<file path="src/rtl/bcdadj_pkg.sv">
package bcdadj_pkg;
  localparam int unsigned NIB_W  = 4;
  localparam int unsigned BYTE_W = 2 * NIB_W;
  localparam int unsigned OP_W   = 2;
  localparam logic [NIB_W-1:0]  DIGIT_MAX  = NIB_W'(9);
  localparam logic [BYTE_W-1:0] PACKED_MAX = 8'h99;
  localparam logic [BYTE_W-1:0] LOW_CORR   = 8'h06;
  localparam logic [BYTE_W-1:0] HIGH_CORR  = 8'h60;

  // bit 1: unpacked form, bit 0: subtract
  typedef enum logic [OP_W-1:0] {
    OP_PACK_ADD = 2'b00,
    OP_PACK_SUB = 2'b01,
    OP_UNPK_ADD = 2'b10,
    OP_UNPK_SUB = 2'b11
  } adjOp_e;

  typedef struct packed {
    logic subtract;
    logic unpacked;
    logic lowFix;
    logic highFix;
  } adjStrobes_t;
endpackage

</file>
<file path="src/rtl/bcdadj_ctrl.sv">
module bcdadj_ctrl
  import bcdadj_pkg::*;
(
  input  logic [OP_W-1:0]   opSel,
  input  logic [BYTE_W-1:0] accLo,
  input  logic              auxIn,
  input  logic              carryIn,
  output adjStrobes_t       strobes
);
  logic [NIB_W-1:0] lowNib;
  logic             lowBig;
  logic             lowFix;
  logic             lowCarry;
  logic [NIB_W:0]   highMid;
  logic             highFixAdd;
  logic             highFixSub;
  adjOp_e           op;

  always_comb begin
    op       = adjOp_e'(opSel);
    lowNib   = accLo[NIB_W-1:0];
    lowBig   = lowNib > DIGIT_MAX;
    lowFix   = lowBig | auxIn;
    // adding 6 to a nibble of 10..15 always carries into the high nibble
    lowCarry = lowFix & lowBig;
    highMid  = {1'b0, accLo[BYTE_W-1:NIB_W]} + {{NIB_W{1'b0}}, lowCarry};
    highFixAdd = (highMid > {1'b0, DIGIT_MAX}) | carryIn;
    highFixSub = (accLo > PACKED_MAX) | carryIn;

    strobes.subtract = (op == OP_PACK_SUB) || (op == OP_UNPK_SUB);
    strobes.unpacked = (op == OP_UNPK_ADD) || (op == OP_UNPK_SUB);
    strobes.lowFix   = lowFix;
    unique case (op)
      OP_PACK_ADD: strobes.highFix = highFixAdd;
      OP_PACK_SUB: strobes.highFix = highFixSub;
      default:     strobes.highFix = 1'b0;
    endcase
  end
endmodule

</file>
<file path="src/rtl/bcdadj_datapath.sv">
module bcdadj_datapath
  import bcdadj_pkg::*;
#(
  parameter bit REG_OUT = 1'b1
) (
  input  logic              clk,
  input  logic              rstN,
  input  logic              inValid,
  input  logic [BYTE_W-1:0] accLo,
  input  logic [BYTE_W-1:0] accHi,
  input  adjStrobes_t       strobes,
  output logic              outValid,
  output logic [BYTE_W-1:0] resLo,
  output logic [BYTE_W-1:0] resHi,
  output logic              auxOut,
  output logic              carryOut
);
  logic [BYTE_W-1:0] corr;
  logic [BYTE_W-1:0] loRaw;
  logic [BYTE_W-1:0] nextLo;
  logic [BYTE_W-1:0] hiStep;
  logic [BYTE_W-1:0] nextHi;
  logic              nextAf;
  logic              nextCf;

  always_comb begin
    corr = (strobes.lowFix ? LOW_CORR : '0) | (strobes.highFix ? HIGH_CORR : '0);
    loRaw  = strobes.subtract ? (accLo - corr) : (accLo + corr);
    nextLo = strobes.unpacked ? {{NIB_W{1'b0}}, loRaw[NIB_W-1:0]} : loRaw;
    hiStep = {{(BYTE_W-1){1'b0}}, strobes.unpacked & strobes.lowFix};
    nextHi = strobes.subtract ? (accHi - hiStep) : (accHi + hiStep);
    nextAf = strobes.lowFix;
    nextCf = strobes.unpacked ? strobes.lowFix : strobes.highFix;
  end

  generate
    if (REG_OUT) begin : g_reg
      always_ff @(posedge clk or negedge rstN) begin
        if (!rstN) begin
          outValid <= 1'b0;
          resLo    <= '0;
          resHi    <= '0;
          auxOut   <= 1'b0;
          carryOut <= 1'b0;
        end else begin
          outValid <= inValid;
          if (inValid) begin
            resLo    <= nextLo;
            resHi    <= nextHi;
            auxOut   <= nextAf;
            carryOut <= nextCf;
          end
        end
      end

      AST_VALID_LATENCY: assert property (@(posedge clk) disable iff (!rstN)
        inValid |=> outValid);
      AST_IDLE_NO_VALID: assert property (@(posedge clk) disable iff (!rstN)
        !inValid |=> !outValid);
      AST_HOLD_DATA: assert property (@(posedge clk) disable iff (!rstN)
        !inValid |=> ($stable(resLo) && $stable(resHi) && $stable(auxOut) && $stable(carryOut)));
      AST_UNPACKED_UPPER_ZERO: assert property (@(posedge clk) disable iff (!rstN)
        (inValid && strobes.unpacked) |=> (resLo[BYTE_W-1:NIB_W] == '0));
      AST_UNPACKED_FLAGS_MATCH: assert property (@(posedge clk) disable iff (!rstN)
        (inValid && strobes.unpacked) |=> (auxOut == carryOut));
      AST_PACKED_HI_PASS: assert property (@(posedge clk) disable iff (!rstN)
        (inValid && !strobes.unpacked) |=> (resHi == $past(accHi)));
    end else begin : g_comb
      always_comb begin
        outValid = inValid;
        resLo    = nextLo;
        resHi    = nextHi;
        auxOut   = nextAf;
        carryOut = nextCf;
      end
    end
  endgenerate
endmodule

</file>
<file path="src/rtl/bcdadj_top.sv">
module bcdadj_top
  import bcdadj_pkg::*;
#(
  parameter bit REG_OUT = 1'b1
) (
  input  logic        clk,
  input  logic        rstN,
  input  logic        inValid,
  input  logic [1:0]  opSel,
  input  logic [7:0]  accLo,
  input  logic [7:0]  accHi,
  input  logic        auxIn,
  input  logic        carryIn,
  output logic        outValid,
  output logic [7:0]  resLo,
  output logic [7:0]  resHi,
  output logic        auxOut,
  output logic        carryOut
);
  adjStrobes_t strobes;

  bcdadj_ctrl u_ctrl (
    .opSel   (opSel),
    .accLo   (accLo),
    .auxIn   (auxIn),
    .carryIn (carryIn),
    .strobes (strobes)
  );

  bcdadj_datapath #(.REG_OUT(REG_OUT)) u_dp (
    .clk      (clk),
    .rstN     (rstN),
    .inValid  (inValid),
    .accLo    (accLo),
    .accHi    (accHi),
    .strobes  (strobes),
    .outValid (outValid),
    .resLo    (resLo),
    .resHi    (resHi),
    .auxOut   (auxOut),
    .carryOut (carryOut)
  );
endmodule

</file>
<file path="config.mk">
export PLATFORM = sky130hd
export DESIGN_NAME = bcdadj_top
export DESIGN_NICKNAME = d
export VERILOG_FILES = /design/src/rtl/bcdadj_pkg.sv /design/src/rtl/bcdadj_ctrl.sv /design/src/rtl/bcdadj_datapath.sv /design/src/rtl/bcdadj_top.sv
export SDC_FILE = /design/constraint.sdc
export NUM_CORES = 1
export LEC_CHECK = 0
export ABC_AREA = 1
export BUFFER_PORTS_ARGS = -buffer_cell sky130_fd_sc_hd__buf_2
export CAP_MARGIN = 0
export CORE_ASPECT_RATIO = 1.2
export CORE_MARGIN = 3
export CORE_UTILIZATION = 57
export CTS_BUF_LIST = sky130_fd_sc_hd__clkbuf_4 sky130_fd_sc_hd__clkbuf_8
export DETAILED_ROUTE_END_ITERATION = 10
export GPL_ROUTABILITY_DRIVEN = 0
export PLACE_DENSITY = 0.95
export SYNTH_ARGS = -nofsm -noshare
export SYNTH_HDL_FRONTEND = slang
export SYNTH_HIERARCHICAL = 1
export SYNTH_SLANG_ARGS = --single-unit
</file>
<file path="constraint.sdc">
create_clock -name clk -period 1.54 [get_ports clk]
set_input_delay 0.154 -clock clk [delete_from_list [all_inputs] [get_ports clk]]
set_output_delay 0.154 -clock clk [all_outputs]
set_load 0.01 [all_outputs]
</file>
==> impl_metrics.env, run 1 <==
export IMPL_ctsRootBufferMaster="clkbuf_4"
export IMPL_yosys_warnings=6
export IMPL_numPortBuffers=41
export IMPL_synthTopCellsByArea="dfrtp_1, nand2_1, ha_1, inv_1, nand3_1"
export IMPL_status="stopped before the end"
export IMPL_synth_top_area_cell="dfrtp_1"
export IMPL_yosysUniqueCellTypes=27
export IMPL_error_line="[ERROR DPL-0038] Utilization greater than 100%, impossible to legalize"
export IMPL_haltStage="global routing (5_1_grt)"
export IMPL_dp_hpwl_um=4030
export IMPL_initial_core_util=0.620
export IMPL_syn_inst=245
export IMPL_synthSimpleGateAreaFrac=0.371
export IMPL_clock_sinks=19
export IMPL_rows=20
export IMPL_synth_adder_area_share=0.151
export IMPL_numCtsBuffers=3
export IMPL_ys_seq_area_frac=0.292
export IMPL_io_pins=42
export IMPL_h_tree_depth=1
export IMPL_die_h_um=64.6
export IMPL_syn_nets=287
export IMPL_worstEpCategory="sequential cell input"
export IMPL_placed_area_um2=2180
export IMPL_die_x_um=54.8
export IMPL_synth_compound_area_frac=0.0645
export IMPL_synth_xor_xnor_area_share=0.0161
export IMPL_synth_mux_area_frac=0
export IMPL_clk_path_buf_depth=2
export IMPL_place_ws_ns=-1.40
export IMPL_synth_area_um2=1630
export IMPL_synth_top_family_by_area="simple AND/OR/NAND/NOR gates"
export IMPL_grt_max_degree=28
export IMPL_synth_top_area_frac=0.292
export IMPL_place_inst=349
export IMPL_postGrtWorstEndpoint="u_dp/resLo[6]$_DFFE_PN0P_/D"
export IMPL_ys_seq_elements=19
export IMPL_avgSynthCellArea_um2=6.65
-- per-stage QoR --
stage | hold slack, ns | utilization
after detailed placement | 0.113 | 0.830
after global placement | 0.113 | 0.830
after floorplan | -0.142 | -
after CTS | 0.0671 | 0.884
-- synthesized netlist by cell type --
cell type / count
buf_2: 2
nor2_2: 2
buf_4: 1
dfrtp_1: 19
nor2_1: 15
nand3_1: 16
o21ai_1: 4
inv_1: 34
nand2_1: 92
fa_1: 1
o211ai_1: 1
nand4_1: 3
ha_1: 18
clkbuf_1: 2
xnor2_1: 2
nor2_4: 1
nand2_2: 2
o21ai_0: 6
nor3_1: 1
a21oi_1: 8
clkinv_2: 1
or2_1: 2
nand3_2: 2
inv_2: 4
o21bai_1: 1
xor2_1: 1
nand3b_1: 4
-- logic make-up after synthesis --
logic type | after synthesis
DFF | 19
adders and majority gates | 19
xor gates and xnor gates | 3
AOI/OAI and AO/OA | 20
buffers and inverters | 44
and+or+nand+nor | 140
-- what timing repair did --
action                     CTS
hold endpoints to repair    19
buffers inserted             9
pin swaps                   15
resized for setup           10
setup endpoints to repair   13
hold buffers                 1
==> run 2: changes to the inputs <==
CORE_ASPECT_RATIO = unset   (was 1.2)
CORE_UTILIZATION = 40   (was 57)
CTS_BUF_LIST = unset   (was sky130_fd_sc_hd__clkbuf_4 sky130_fd_sc_hd__clkbuf_8)
PLACE_DENSITY = unset   (was 0.95)
PLACE_DENSITY_LB_ADDON = 0.15   (was unset)
==> run 2 against run 1 <==
- the flow now finishes, with violations (negative setup slack)
- area after synthesis unchanged
- synthesized cell count unchanged
==> impl_metrics.env, run 2 <==
export IMPL_design_area_um2=2310
export IMPL_grt_max_degree=20
export IMPL_endpoint_kind="flop"
export IMPL_top_regs="u_dp/resHi x8, u_dp/resLo x8"
export IMPL_syn_inst=245
export IMPL_synthToLayoutAreaGrowth_pct=41.9
export IMPL_ir_worst_vdd_v=0.000531
export IMPL_detail_route_wl_per_cell_um=11.2
export IMPL_p_int_w=0.00109
export IMPL_rsz0062_at_grt="yes"
export IMPL_ys_flop_type="dfrtp_1"
export IMPL_drv_cap=0
export IMPL_worstPathArrival_ns=2.64
export IMPL_clk_pin_slew_worst_paths_ns=0.08
export IMPL_yosys_warnings=6
export IMPL_insertion_delay_ns=0.25
export IMPL_period_share=1.61
export IMPL_grt_use_total=0.177
export IMPL_worstSetupPathType="in -> reg"
export IMPL_power_switching_w=0.000604
export IMPL_die_h_um=69.8
export IMPL_clock_sinks=19
export IMPL_combPwrFrac=0.430
export IMPL_syn_nets=287
export IMPL_maxSlewViolCount=0
export IMPL_post_route_util=0.608
export IMPL_async_reset_ff_frac=1.00
export IMPL_core_um2=3800
export IMPL_synth_most_common_cell="nand2_1"
export IMPL_violations="negative setup slack"
export IMPL_grt_ovfl_total=0
export IMPL_synthTopCellsByArea="dfrtp_1, nand2_1, ha_1, inv_1, nand3_1"
export IMPL_grt_pass1_wl_um=7160
export IMPL_worst_slew_pin_slew_ns=0.440
export IMPL_status="finished, violations left"
export IMPL_synth_top_area_cell="dfrtp_1"
export IMPL_mostFrequentLayoutCells="nand2_1, buf_2, buf_4, inv_1, dfrtp_1"
export IMPL_avgSynthCellArea_um2=6.65
export IMPL_die_area_um2=4870
export IMPL_dr_pass1_iters=4
export IMPL_skew_ns=0
export IMPL_drive_gt1_frac=0.327
export IMPL_num_vias=1713
export IMPL_rows=22
export IMPL_final_nets=364
export IMPL_setup_ws_ns=-0.942
export IMPL_met2_usage=0.322
export IMPL_placed_area_um2=2190
export IMPL_fmax_mhz=403
export IMPL_seq_power_share=0.357
export IMPL_clk_path_buf_depth=2
export IMPL_finalPower_w=0.00170
export IMPL_cts_tree="yes"
export IMPL_numPortBuffers=41
export IMPL_ys_seq_elements=19
export IMPL_initial_core_util=0.429
export IMPL_ys_top_cells_by_count="nand2_1, inv_1, dfrtp_1"
export IMPL_ctsRootBufferMaster="clkbuf_8"
export IMPL_h_tree_depth=1
export IMPL_place_ws_ns=-1.24
export IMPL_dp_hpwl_um=3300
export IMPL_synth_area_um2=1630
export IMPL_yosysUniqueCellTypes=27
export IMPL_ys_seq_area_frac=0.292
export IMPL_finalHoldViolations=0
export IMPL_swShare=0.356
export IMPL_io_pins=42
export IMPL_crit_fanout=3
export IMPL_antennaDiodeCount=0
export IMPL_fin_crit_ns=2.48
export IMPL_clkPwrFrac=0.212
export IMPL_power_density_nw_per_um2=735
export IMPL_gr_usage_met1=0.216
export IMPL_avgViaCountPerCell=4.64
export IMPL_relSlewSlack=0.707
export IMPL_initialDrtViolationCount=69
export IMPL_fillerInstances=374
export IMPL_final_common_cell="nand2_1"
export IMPL_synth_edf_count=0
export IMPL_grt_pass1_vias=1688
export IMPL_synth_top_area_frac=0.292
export IMPL_grtUsageMet3=0.0319
export IMPL_ant_nets=0
export IMPL_finalSetupViolations=12
export IMPL_die_x_um=69.8
export IMPL_hold_class="in -> reg"
export IMPL_top_usage_layer="met2"
export IMPL_power_leakage_nw=1.32
export IMPL_cp_start_kind="input port"
export IMPL_antenna_found_initial=0
export IMPL_final_seq_area_um2=475
export IMPL_cp_data_required_time_ns=1.70
export IMPL_numCtsBuffers=3
export IMPL_post_route_drc_count=0
export IMPL_drt_total_wl_um=4120
export IMPL_multi_input_area_um2=1080
-- run 2: area by class of cell --
type                    instances  share of cell area
clock buffers                   3              0.0179
well taps                      48              0.0260
multi-input cells             182               0.467
clock inverters                 1             0.00217
inverters                      39              0.0639
repair buffers                 77               0.217
flip-flops and latches         19               0.206
-- run 2: repair_timing --
action / 4_1_cts / 5_1_grt
endpoints found under the hold margin: 19 / 0
setup endpoints to repair: 13 / 13
pin swaps: 17 / 9
setup buffers: 1 / 1
hold buffers: 1 / 0
gates resized for setup: 7 / 8
-- run 2: power by group through the flow --
stage | clock [W] | combinational, W | sequential [W]
final | 0.000361 | 0.000731 | 0.000607
after global routing | 0.000386 | 0.000833 | 0.000618
after CTS | 0.000367 | 0.000711 | 0.000609
after detailed placement | 0 | 0.000694 | 0.000618
after global placement | 0 | 0.000685 | 0.000616
after floorplan | 0 | 0.000360 | 0.000654
-- run 2: metal layers --
metal  wire (um)  vias up
met5           0        -
met4          51        0
met3         184        4
met2        2070       37
met1        1810      755
li1            -      917
-- run 2: cells by family (layout without fill, tap and decap cells) --
kind of cell | count (synthesis) | after routing | share of synthesized area
AND/OR/NAND/NOR | 140 | 140 | 0.371
buffers and inverters | 44 | 120 | 0.106
flip-flops | 19 | 19 | 0.292
adder cells (fa/ha/maj) | 19 | 19 | 0.151
XOR/XNOR | 3 | 3 | 0.0161
AO/OA/AOI/OAI | 20 | 20 | 0.0645
-- run 2: worst max-delay path, stage by stage --
cell and delay [ns]:
buf_8 0.10, nor2_4 0.11, inv_2 0.05, nand2_2 0.06
inv_2 0.04, ha_4 0.16, ha_4 0.24, nand3b_1 0.09
nand2_1 0.06, a21oi_2 0.11, nor2_1 0.04, nor2_1 0.12
inv_1 0.09, ha_1 0.27, o21ai_1 0.12, ha_1 0.28
buf_6 0.15, a21oi_4 0.14, nand4_1 0.10, nand3_1 0.09
nand2_1 0.05
-- run 2: per-stage QoR --
stage               TNS [ns]  cells  hold slack, ns
floorplan              -4.30    245          -0.142
global placement       -8.86    362           0.123
detailed placement     -9.24    362           0.128
CTS                    -4.62    368           0.121
global route           -6.75    369           0.118
finish                 -4.65    369           0.122
-- run 2: worst paths after layout --
| kind | from | to | slack [ns] | cells after the start |
|---|---|---|---|---|
| max | accLo[2] | u_dp/resLo[6] | -0.94 | 21 |
| min | inValid | u_dp/outValid | 0.12 | 1 |
| max reg2reg | u_dp/carryOut | u_dp/carryOut | 0.89 | 2 |
| min reg2reg | u_dp/resLo[7] | u_dp/resLo[7] | 0.47 | 2 |
| max in group asynchronous | rstN | u_dp/resLo[0] | 0.86 | 2 |
| min in group asynchronous | rstN | u_dp/resHi[2] | 0.37 | 2 |
(Power assumes the default switching activity.)
==> run 3: changes to the inputs <==
ABC_AREA = unset   (was 1)
CORE_MARGIN = unset   (was 3)
GPL_TIMING_DRIVEN = 0   (was unset)
==> run 3 against run 2 <==
- the run still ends with negative setup slack left
- fmax is 3.7% lower
- final area is 5.1% lower
- non-clock buffer count decreased by 10
- register-to-register slack worse by 0.14 ns
- worst setup slack got worse by 0.095 ns
- global-route usage increased by 2.5 points
- critical endpoint is now u_dp/resLo[7]
- utilization increased by 3.9 points
- combinational power up 17%
- via count fell by 23%
==> impl_metrics.env, run 3 <==
export IMPL_synth_top_area_frac=0.330
export IMPL_cp_start_kind="input port"
export IMPL_ant_nets=0
export IMPL_p_int_w=0.00113
export IMPL_ys_top_cells_by_count="dfrtp_1, ha_1, inv_1"
export IMPL_grt_ovfl_total=0
export IMPL_numCtsBuffers=3
export IMPL_fillerInstances=275
export IMPL_yosys_warnings=6
export IMPL_skew_ns=0
export IMPL_maxSlewViolCount=0
export IMPL_clk_pin_slew_worst_paths_ns=0.11
export IMPL_synth_edf_count=0
export IMPL_grt_pass1_vias=1252
export IMPL_worst_slew_pin_slew_ns=0.449
export IMPL_worstPathArrival_ns=2.80
export IMPL_power_switching_w=0.000626
export IMPL_drv_cap=0
export IMPL_combPwrFrac=0.487
export IMPL_antennaDiodeCount=0
export IMPL_setup_ws_ns=-1.04
export IMPL_synthTopCellsByArea="dfrtp_1, ha_1, mux2_2, xnor2_1, inv_1"
export IMPL_fin_crit_ns=2.58
export IMPL_clk_path_buf_depth=2
export IMPL_clkPwrFrac=0.150
export IMPL_crit_path_start="accLo[1]"
export IMPL_syn_inst=143
export IMPL_dp_hpwl_um=2490
export IMPL_final_nets=251
export IMPL_hold_class="in -> reg"
export IMPL_ctsRootBufferMaster="clkbuf_4"
export IMPL_rsz0062_at_grt="yes"
export IMPL_die_x_um=62.0
export IMPL_drt_total_wl_um=3700
export IMPL_period_share=1.67
export IMPL_cts_tree="yes"
export IMPL_die_h_um=62.0
export IMPL_mostFrequentLayoutCells="buf_2, dfrtp_1, buf_4, ha_4, inv_1"
export IMPL_ir_worst_vdd_v=0.000450
export IMPL_reg2reg_from="u_dp/resHi[4]"
export IMPL_ys_seq_elements=19
export IMPL_yosysUniqueCellTypes=41
export IMPL_top_regs="u_dp/resHi x8, u_dp/resLo x8"
export IMPL_synthToLayoutAreaGrowth_pct=52.2
export IMPL_numPortBuffers=41
export IMPL_violations="negative setup slack"
export IMPL_status="finished, violations left"
export IMPL_cp_data_required_time_ns=1.76
export IMPL_initial_core_util=0.425
export IMPL_grt_pass1_wl_um=5580
export IMPL_final_common_cell="buf_2"
export IMPL_crit_fanout=2
export IMPL_dr_pass1_iters=4
export IMPL_power_leakage_nw=1.02
export IMPL_multi_input_area_um2=1160
export IMPL_die_area_um2=3850
export IMPL_insertion_delay_ns=0.30
export IMPL_swShare=0.356
export IMPL_detail_route_wl_per_cell_um=14.5
export IMPL_avgSynthCellArea_um2=10.1
export IMPL_place_inst=230
export IMPL_final_cells=254
export IMPL_ys_flop_type="dfrtp_1"
export IMPL_async_reset_ff_frac=1.00
export IMPL_synth_most_common_cell="dfrtp_1"
export IMPL_io_pins=42
export IMPL_finalPower_w=0.00176
export IMPL_final_seq_area_um2=475
export IMPL_initialDrtViolationCount=33
export IMPL_fmax_mhz=388
export IMPL_finalSetupViolations=13
export IMPL_core_um2=3390
export IMPL_rows=21
export IMPL_seq_power_share=0.363
export IMPL_drive_gt1_frac=0.577
export IMPL_power_density_nw_per_um2=802
export IMPL_num_vias=1312
export IMPL_ys_seq_area_frac=0.330
export IMPL_h_tree_depth=1
export IMPL_grt_use_total=0.202
export IMPL_endpoint_kind="flop"
export IMPL_finalHoldViolations=0
export IMPL_synth_area_um2=1440
export IMPL_relSlewSlack=0.700
export IMPL_min_from="accLo[0]"
export IMPL_syn_nets=185
export IMPL_worstSetupPathType="in -> reg"
export IMPL_post_route_drc_count=0
export IMPL_grt_max_degree=20
export IMPL_clock_sinks=19
export IMPL_avgViaCountPerCell=5.17
export IMPL_synth_top_area_cell="dfrtp_1"
export IMPL_antenna_found_initial=0
[run 3: timing repair]
action,4_1_cts,5_1_grt
gates cloned,0,0
endpoints found under the hold margin,20,0
pin swaps,19,18
setup endpoints to repair,13,15
buffers inserted,16,5
resized for setup,25,16
hold buffers,2,0
[run 3: power by group through the flow]
stage          registers, W  clock network, W  logic, W
2_1_floorplan      0.000695                 0  0.000390
3_3_place_gp       0.000645                 0  0.000642
3_5_place_dp       0.000651                 0  0.000661
4_1_cts            0.000641          0.000277  0.000790
5_1_grt            0.000654          0.000298  0.000930
6_report           0.000639          0.000263  0.000857
[run 3: final cells by class]
class                           count  area share
Clock buffer                        3      0.0103
Clock inverter                      1     0.00228
Multi-Input combinational cell    108       0.528
Tap cell                           46      0.0262
Sequential cell                    19       0.217
Inverter                           10      0.0171
Timing Repair Buffer               62       0.189
Buffer                              5     0.00970
[run 3: cells by family (layout without fill, tap and decap cells)]
| kind of cell | after synthesis | after routing | share of synthesized area |
|---|---|---|---|
| buffers and inverters | 16 | 81 | 0.0451 |
| flip-flops | 19 | 19 | 0.330 |
| multiplexers | 12 | 12 | 0.0946 |
| AND/OR/NAND/NOR | 30 | 30 | 0.106 |
| adder cells (fa/ha/maj) | 19 | 19 | 0.170 |
| XOR/XNOR | 13 | 13 | 0.0790 |
| AO/OA/AOI/OAI | 34 | 34 | 0.175 |
[run 3: routing by layer]
metal  global-route usage  wire length, um
met1                0.250             1620
met2                0.347             1910
met3               0.0455              122
met4               0.0667               51
met5                    0                0
[run 3: metrics by stage]
stage,utilization,setup slack [ns],setup TNS [ns],area [um^2],hold WS (ns)
after floorplan,-,-1.18,-6.77,1540,-0.142
after global placement,0.530,-1.55,-10.72,1800,0.112
after detailed placement,0.530,-1.59,-11.29,1800,0.119
after CTS,0.614,-1.07,-6.02,2080,0.0695
after global routing,0.647,-1.14,-7.76,2190,0.0712
final,0.647,-1.04,-7.19,2190,0.0795
[run 3: final timing paths]
| check | cells past startpoint | slack [ns] | to |
|---|---|---|---|
| max reg2reg | 1 | 0.75 | u_dp/resHi[4] |
| min reg2reg | 2 | 0.50 | u_dp/resLo[4] |
| max | 15 | -1.04 | u_dp/resLo[7] |
| max in group asynchronous | 2 | 0.88 | u_dp/resHi[3] |
| min in group asynchronous | 2 | 0.35 | u_dp/resHi[5] |
| min | 2 | 0.08 | u_dp/resLo[0] |
[run 3: critical path, stage by stage]
cell     delay [ns]
buf_6          0.09
o21a_4         0.22
ha_4           0.17
ha_4           0.25
o21a_1         0.14
o22ai_2        0.07
o32ai_2        0.29
inv_1          0.10
ha_1           0.28
mux2i_1        0.14
ha_1           0.27
buf_4          0.16
a31oi_2        0.16
xnor2_1        0.11
o31ai_2        0.18
